--- src/rtl/irq_pwr_regs.sv ---
module irq_pwr_regs #(
  parameter logic [31:0] BASE = 32'h0400_0000,
  parameter int NSRC = 32
) (
  input  logic            clk,
  input  logic            rst_n,
  input  logic            bus_vld,
  input  logic            bus_wr,
  input  logic [1:0]      bus_size,
  input  logic [31:0]     bus_addr,
  input  logic [31:0]     bus_wdata,
  output logic [31:0]     bus_rdata,
  input  logic [NSRC-1:0] src_pulse,
  output logic            cpu_irq,
  output logic            halt,
  output logic            pwr_err
);
  localparam int DW = 32;
  localparam logic [31:0] A_MEN  = BASE + 32'h208;
  localparam logic [31:0] A_IEN  = BASE + 32'h210;
  localparam logic [31:0] A_REQ  = BASE + 32'h214;
  localparam logic [31:0] A_BOOT = BASE + 32'h300;
  localparam logic [31:0] A_PWR  = BASE + 32'h301;
  localparam logic [1:0] SZ_B = 2'd0;
  localparam logic [1:0] SZ_W = 2'd2;
  localparam logic [1:0] PM_RUN  = 2'b00;
  localparam logic [1:0] PM_HALT = 2'b10;

  logic          men_q, boot_q, halt_q, err_q;
  logic [DW-1:0] ien_q, req_q, src_w, rd_d, rdata_q;

  wire wr_en = bus_vld & bus_wr;
  wire rd_en = bus_vld & ~bus_wr;
  wire sz_ok = bus_size != 2'b11;

  wire hit_men  = (bus_addr == A_MEN)  & sz_ok;
  wire hit_ien  = (bus_addr == A_IEN)  & (bus_size == SZ_W);
  wire hit_req  = (bus_addr == A_REQ)  & (bus_size == SZ_W);
  wire hit_boot = (bus_addr == A_BOOT) & (bus_size == SZ_B);
  wire hit_pwr  = (bus_addr == A_PWR)  & (bus_size == SZ_B);

  wire [1:0] pm_code = bus_wdata[7:6];
  wire       pwr_wr  = wr_en & hit_pwr;
  wire       pending = |(ien_q & req_q);
  wire [DW-1:0] req_clr = (wr_en & hit_req) ? bus_wdata : '0;

  always_comb begin
    src_w = '0;
    src_w[NSRC-1:0] = src_pulse;
  end

  always_comb begin
    rd_d = '0;
    if (hit_men)       rd_d = {{(DW-1){1'b0}}, men_q};
    else if (hit_ien)  rd_d = ien_q;
    else if (hit_req)  rd_d = req_q;
    else if (hit_boot) rd_d = {{(DW-1){1'b0}}, boot_q};
  end

  always_ff @(posedge clk) begin
    if (!rst_n) begin
      men_q   <= 1'b0;
      ien_q   <= '0;
      req_q   <= '0;
      boot_q  <= 1'b0;
      halt_q  <= 1'b0;
      err_q   <= 1'b0;
      rdata_q <= '0;
    end else begin
      rdata_q <= rd_en ? rd_d : '0;
      req_q   <= (req_q & ~req_clr) | src_w;
      if (wr_en & hit_men)  men_q  <= bus_wdata[0];
      if (wr_en & hit_ien)  ien_q  <= bus_wdata;
      if (wr_en & hit_boot) boot_q <= bus_wdata[0];
      err_q <= pwr_wr & (pm_code != PM_RUN) & (pm_code != PM_HALT);
      if (halt_q & pending)                  halt_q <= 1'b0;
      else if (pwr_wr & (pm_code == PM_HALT)) halt_q <= 1'b1;
      else if (pwr_wr & (pm_code == PM_RUN))  halt_q <= 1'b0;
    end
  end

  assign bus_rdata = rdata_q;
  assign cpu_irq   = men_q & pending;
  assign halt      = halt_q;
  assign pwr_err   = err_q;
endmodule


--- config.mk ---
export PLATFORM = sky130hd
export DESIGN_NAME = irq_pwr_regs
export DESIGN_NICKNAME = d
export VERILOG_FILES = /design/src/rtl/irq_pwr_regs.sv
export SDC_FILE = /design/constraint.sdc
export NUM_CORES = 1
export LEC_CHECK = 0
export CORE_AREA = 2 2 84 126
export CTS_BUF_LIST = sky130_fd_sc_hd__clkbuf_8
export DETAILED_ROUTE_END_ITERATION = 8
export DIE_AREA = 0 0 86 128
export GPL_TIMING_DRIVEN = 0
export PLACE_DENSITY = 0.76
export SYNTH_ARGS = -nofsm -noshare
export SYNTH_HDL_FRONTEND = slang
export SYNTH_SLANG_ARGS = --single-unit
--- constraint.sdc ---
create_clock -name clk -period 1.99 [get_ports clk]
set_clock_uncertainty 0.05 [all_clocks]
set_input_delay 0.398 -clock clk [delete_from_list [all_inputs] [get_ports clk]]
set_output_delay 0.398 -clock clk [all_outputs]
set_load 0.02 [all_outputs]
==> impl_results.md, run 1 <==
- Total GRT Usage: 22.3%
- Clk buf depth: 2
- Layer carrying the most global-route usage: met2
- DR WL/cell: 17.7 um
- Layout cells sized above 1: 13.2%
- Arr. time, crit path: 1750 ps
- Post-synth EDFFs: 0
- Row count: 45
- Clock Sinks: 100
- CTS tree: yes
- Met3 Track Usage GR: 2.25%
- Largest net degree at the start of global routing: 17
- Fin crit period: 2200 ps
- Height of the die: 128 um
- Synth Area per Inst: 9.65 um2
- Core footprint: 9970 um2
- Crit path capture type: output pin
- Nets: 682
- Synth area leader: dfxtp_1
- DPL Wire Length: 8880 um
- RSZ-0062 raised after global routing: yes
- Worst skew pair latency: 370 ps
- Max Cap Viol: 0
- Area growth, synth to finish: 50.4%
- Hold Fails Final Rpt: 0
- Iter 0 DRT Violations: 271
- Cells after synthesis: 418
- Static Leak: 2.38 nW
- Starting Density: 40.5%
- Htree depth: 3
- Async S/R FF share, synth: 0%
- Top cells by count, synth: dfxtp_1, nor2_1, mux2i_1
- Port Buffers: 134
- Met2 usage: 40.7%
- Crit share post-route: 111%
- Die Width: 86 um
- Worst Path Max Fanout: 2
- Initial antenna violation count: 0
- Slew headroom: 42.7%
- PwrDens: 628 nW/um2
- Final Slew Violations: 0
- Hold slack: 348 ps
- Via Count: 3793
- Total Wirelength: 12400 um
- Setup CP Type: reg -> out
- Routability congestion estimate: 0.878
- Min-delay worst type: in -> reg
- CP Launch Type: register
- Synth top area cells: dfxtp_1, mux2i_1, nor2_1, a31oi_1, o21ai_0
- Total gr overflow: 0
- Vias in the first global route: 3823
- Global-route wire length before repair: 19100 um
- Clk root buf: clkbuf_8
- Die ar.: 11000 um2
- Count leader, synth: dfxtp_1
- Routed Antenna Nets: 0
- Sequential share of the synthesized area: 49.6%
- VDD IR max: 387 uV
- Worst slew pin tran: 860 ps
- Top-Level Pins: 137
- Unique cell type count in the Yosys netlist: 32
- Residual DRC count: 0
- Ant diodes: 0
- Design Power: 3.81 mW
- Syn Nets: 520
- Failing checks: negative setup slack
- GR Layer Usage met1: 25.4%
- Final setup fails: 3
- Drt pass-1 iters: 5
- Worst setup margin: -211 ps
- Status: finished with violations
- Avg Vias per Cell: 5.40
- Clk slew on worst S/H paths: 100 ps
- Synthesized flop and latch total: 100
- Synth top area share: 49.6%
- CTS Buf Count: 9
- Critical Path RT: 1540 ps
- Highest clock rate: 0.454 GHz
- Synth warnings: 0
- Synth Flop Type: dfxtp_1
- Post-Syn Area: 4030 um2
- Dpl ws: -781 ps
==> cell families (layout without fill, tap and decap cells) <==
kind of cell | Yosys count | after routing | share of synthesized area (%)
AO/OA/AOI/OAI | 85 | 85 | 12.8
multiplexers | 66 | 66 | 16.4
buffers and inverters | 56 | 223 | 5.89
flip-flops | 100 | 100 | 49.6
AND/OR/NAND/NOR | 111 | 111 | 15.3
==> flip-flops by register name, summed over array words and instances, names as in the netlist <==
register and cells:
bus_rdata 32, ien_q 32, req_q 32, boot_q 1
halt 1, men_q 1, pwr_err 1
==> final cells by class <==
cell class / count / area, um2
fill: 813 / 3900
sequential: 100 / 2000
multi-input combinational: 262 / 1930
timing repair buffer: 151 / 1500
buffer: 21 / 155
tap: 117 / 146
clock buffer: 10 / 138
inverter: 35 / 131
clock inverter: 6 / 63.8
==> through the flow <==
| stage | util, % | area [um2] | TNS (ps) | instances |
|---|---|---|---|---|
| after floorplan | - | 4030 | 0 | 418 |
| after global placement | 55.4 | 5520 | -52330 | 669 |
| after detailed placement | 55.4 | 5520 | -60020 | 669 |
| after CTS | 59.7 | 5950 | -247 | 696 |
| after global routing | 60.9 | 6070 | -720 | 702 |
| final | 60.9 | 6070 | -229 | 702 |
==> report_power, final <==
group,leakage (nW),internal [mW],total (mW),switching [mW]
Clock,0.104,0.616,1.32,0.701
Combinational,1.46,0.230,0.407,0.177
Sequential,0.817,2.05,2.09,0.0404
Total,2.38,2.89,3.81,0.919
==> cell usage in the layout, fill, tap and decap left out, types with 2 or more instances in the layout <==
master / instances
mux2i_1: 65
o21ai_0: 32
nor2_4: 3
clkbuf_1: 14
buf_4: 12
dlymetal6s2s_1: 5
inv_1: 35
nand2_1: 4
nor4b_4: 4
clkdlybuf4s50_1: 101
nor3_1: 3
buf_12: 4
buf_6: 4
nor2_1: 67
a31oi_1: 32
nor4_1: 4
nor4_4: 4
nand3_1: 2
nand4_1: 7
clkbuf_8: 10
a22oi_1: 10
clkbuf_2: 9
dfxtp_2: 2
nor2b_1: 2
a21oi_1: 2
dlygate4sd2_1: 12
buf_16: 2
dfxtp_1: 98
clkdlybuf4s15_1: 6
a22oi_2: 6
==> worst paths after layout <==
check                                       startpoint             endpoint  slack, ps  depth (start not counted)
worst max-delay path            ien_q[27]$_SDFFE_PN0P_              cpu_irq       -210                          5
worst min-delay path                            bus_wr   pwr_err$_SDFF_PN0_        350                          3
worst min register to register     boot_q$_SDFFE_PN0P_  boot_q$_SDFFE_PN0P_        470                          2
worst max register to register  ien_q[27]$_SDFFE_PN0P_    halt$_SDFFE_PP0P_        390                          6
==> worst max-delay path, cell delays in order (launching register included) <==
cell and delay (ps):
dfxtp_2 340, a22oi_2 220, nand4_1 200, nor4_4 370
nor2b_1 90, buf_4 170
==> what timing repair did <==
action,4_1_cts,5_1_grt
endpoints found under the setup margin,84,89
gates cloned,2,1
pin swaps,14,16
buffers inserted,9,5
hold buffers,0,0
gates resized for setup,63,43
==> per-layer routing <==
metal	up-vias	share of wire, %
li1	1806	-
met1	1801	38
met2	143	54
met3	43	3.9
met4	0	4.0
met5	-	0
(Power assumes the default switching activity.)
==> inputs of run 2 (changes only) <==
--- a/config.mk
+++ b/config.mk
@@ -5,12 +5,15 @@
 export SDC_FILE = /design/constraint.sdc
 export NUM_CORES = 1
 export LEC_CHECK = 0
-export CORE_AREA = 2 2 84 126
+export CORE_AREA = 2 2 71 107
 export CTS_BUF_LIST = sky130_fd_sc_hd__clkbuf_8
 export DETAILED_ROUTE_END_ITERATION = 8
-export DIE_AREA = 0 0 86 128
+export DIE_AREA = 0 0 73 109
+export DONT_BUFFER_PORTS = 1
 export GPL_TIMING_DRIVEN = 0
+export HOLD_SLACK_MARGIN = 0.1
 export PLACE_DENSITY = 0.76
+export SLEW_MARGIN = 5
 export SYNTH_ARGS = -nofsm -noshare
 export SYNTH_HDL_FRONTEND = slang
 export SYNTH_SLANG_ARGS = --single-unit
==> run 2 against run 1 <==
Effect of this change: the run still ends with negative setup slack left; die area fell by 28%; power shrank 4.8%; design area down 21%; non-clock buffer count decreased by 114; highest routed layer unchanged.
==> impl_results.md, run 2 (synthesis results as in run 1) <==
- Clock Power Share: 36.1%
- Worst skew pair latency: 370 ps
- VDD IR max: 614 uV
- RSZ-0062 raised after global routing: yes
- CP max-delay cell: nor4_4
- Port Buffers: 0
- Arr. time, crit path: 1610 ps
- Via Count: 3339
- Vias in the first global route: 3368
- Die Width: 73 um
- Dpl ws: -310 ps
- Layout cells sized above 1: 11.7%
- Seq pwr share: 57.7%
- Status: finished with violations
- Core footprint: 7080 um2
- Global-route wire length before repair: 16400 um
- Critical Path RT: 1540 ps
- Die ar.: 7960 um2
- Row count: 38
- Drt pass-1 iters: 4
- Hold Fails Final Rpt: 0
- CP bufs+invs: 0
- Worst slew pin tran: 788 ps
- Critical path launch point: req_q[17]$_SDFF_PN0_
- Min-delay worst type: in -> reg
- CTS tree: yes
- Clk slew on worst S/H paths: 100 ps
- Failing checks: negative setup slack
- CP max stage delay: 390 ps
- Critical path depth in cells: 4
- Final Slew Violations: 0
- Worst setup margin: -69.7 ps
- Commonest non-fill, non-tap cell in the layout: dfxtp_1
- Area growth, synth to finish: 18.2%
- Hold_sp: src_pulse[18]
- Routability congestion estimate: 0.828
- Static Leak: 1.82 nW
- Ant diodes: 0
- CTS Buf Count: 9
- Routed Antenna Nets: 0
- Nets: 568
- Iter 0 DRT Violations: 260
- Residual DRC count: 0
- Crit share post-route: 104%
- Setup CP Type: reg -> out
- R2R cell count: 5
- Comb pwr share: 6.2%
- Avg Vias per Cell: 6.06
- Total Wirelength: 10900 um
- Highest clock rate: 0.486 GHz
- Switching fraction of total power: 24.1%
- Starting Density: 56.9%
- CP Launch Type: register
- Most frequent cells in the layout: dfxtp_1, nor2_1, mux2i_1, inv_1
- Largest net degree at the start of global routing: 18
- Crit path capture type: output pin
- Total GRT Usage: 27.6%
- Delay-heaviest family, CP: simple AND/OR/NAND/NOR gates
- Design Power: 3.63 mW
- Clock Sinks: 100
- Htree depth: 3
- Max Cap Viol: 0
- Hold endpoint: req_q[18]$_SDFF_PN0_
- Clk buf depth: 2
- Worst Path Max Fanout: 3
- Critical R2R Launch: req_q[17]$_SDFF_PN0_
- PwrDens: 761 nW/um2
- Internal: 2.75 mW
- Total gr overflow: 0
- Top-Level Pins: 137
- Fin crit period: 2060 ps
- Slew headroom: 47.5%
- Reg-to-reg endpoint: halt$_SDFFE_PP0P_
- Clk root buf: clkbuf_8
- Cells along the critical path: a22oi_2, nand4_1, nor4_4, nor2b_4
- Height of the die: 109 um
- Worst hold path depth: 2
- Reg2Reg Setup Slack: 510 ps
- DPL Wire Length: 7460 um
- Initial antenna violation count: 0
- DR WL/cell: 19.7 um
- Net Switching: 876 uW
- Final setup fails: 1
## run 2: cell types whose count changed in the layout (fill, tap and decap cells not counted), sizes merged, moves of 2 or more
cell / previous run / this run
clkdlybuf4s50: 101 / 0
dlygate4sd3: 0 / 32
buf: 24 / 12
dlygate4sd2: 12 / 0
clkbuf: 34 / 23
clkdlybuf4s15: 6 / 0
dlymetal6s2s: 5 / 0
clkinvlp: 1 / 3
## run 2: through the flow
step / area [um2] / std cells / hold WS (ps) / TNS (ps) / utilization [%]
3_3_place_gp: 4130 / 498 / 425 / -17100 / 58.4
6_report: 4770 / 551 / 110 / -69.7 / 67.3
5_1_grt: 4770 / 551 / 100 / -162 / 67.3
2_1_floorplan: 4030 / 418 / 410 / 0 / -
3_5_place_dp: 4130 / 498 / 432 / -19220 / 58.4
4_1_cts: 4730 / 549 / 106 / -105 / 66.8
## run 2: metal layers
layer / wire, um / up-vias / global-route usage (%) / part of all wire [%]
li1: - / 1578 / - / -
met1: 4110 / 1601 / 30.8 / 38
met2: 5820 / 144 / 48.5 / 54
met3: 706 / 16 / 7.58 / 6.5
met4: 236 / 0 / 11.2 / 2.2
met5: 0 / - / 0 / 0
## run 2: worst max-delay path by stage
stage                                          to  slack, ps
final                                     cpu_irq        -70
after global routing                      cpu_irq       -160
after CTS                                 cpu_irq       -110
after detailed placement  bus_rdata[1]$_SDFF_PP0_       -310
after global placement    bus_rdata[1]$_SDFF_PP0_       -290
after floorplan            ien_q[10]$_SDFFE_PN0P_         40
## run 2: repair_timing
item | CTS | global route
pin swaps | 5 | 2
hold endpoints to repair | 33 | 0
cloned | 0 | 0
hold buffers | 32 | 0
endpoints found under the setup margin | 1 | 48
buffers inserted | 3 | 2
gates resized for setup | 16 | 7
## run 2: power groups by stage
stage | sequential, mW | clock (mW) | combinational (mW)
floorplan | 2.12 | 0 | 0.134
global placement | 2.13 | 0 | 0.158
detailed placement | 2.13 | 0 | 0.165
CTS | 2.09 | 1.32 | 0.222
global route | 2.10 | 1.40 | 0.248
finish | 2.09 | 1.31 | 0.226
## run 2: area by class of cell
cell class	count	area [um2]
inverters	35	135
repair buffers	37	358
clock inverters	7	75.1
plain buffers	21	108
well taps	80	100
clock buffers	9	124
fillers	558	2310
flip-flops and latches	100	2010
multi-input cells	262	1860
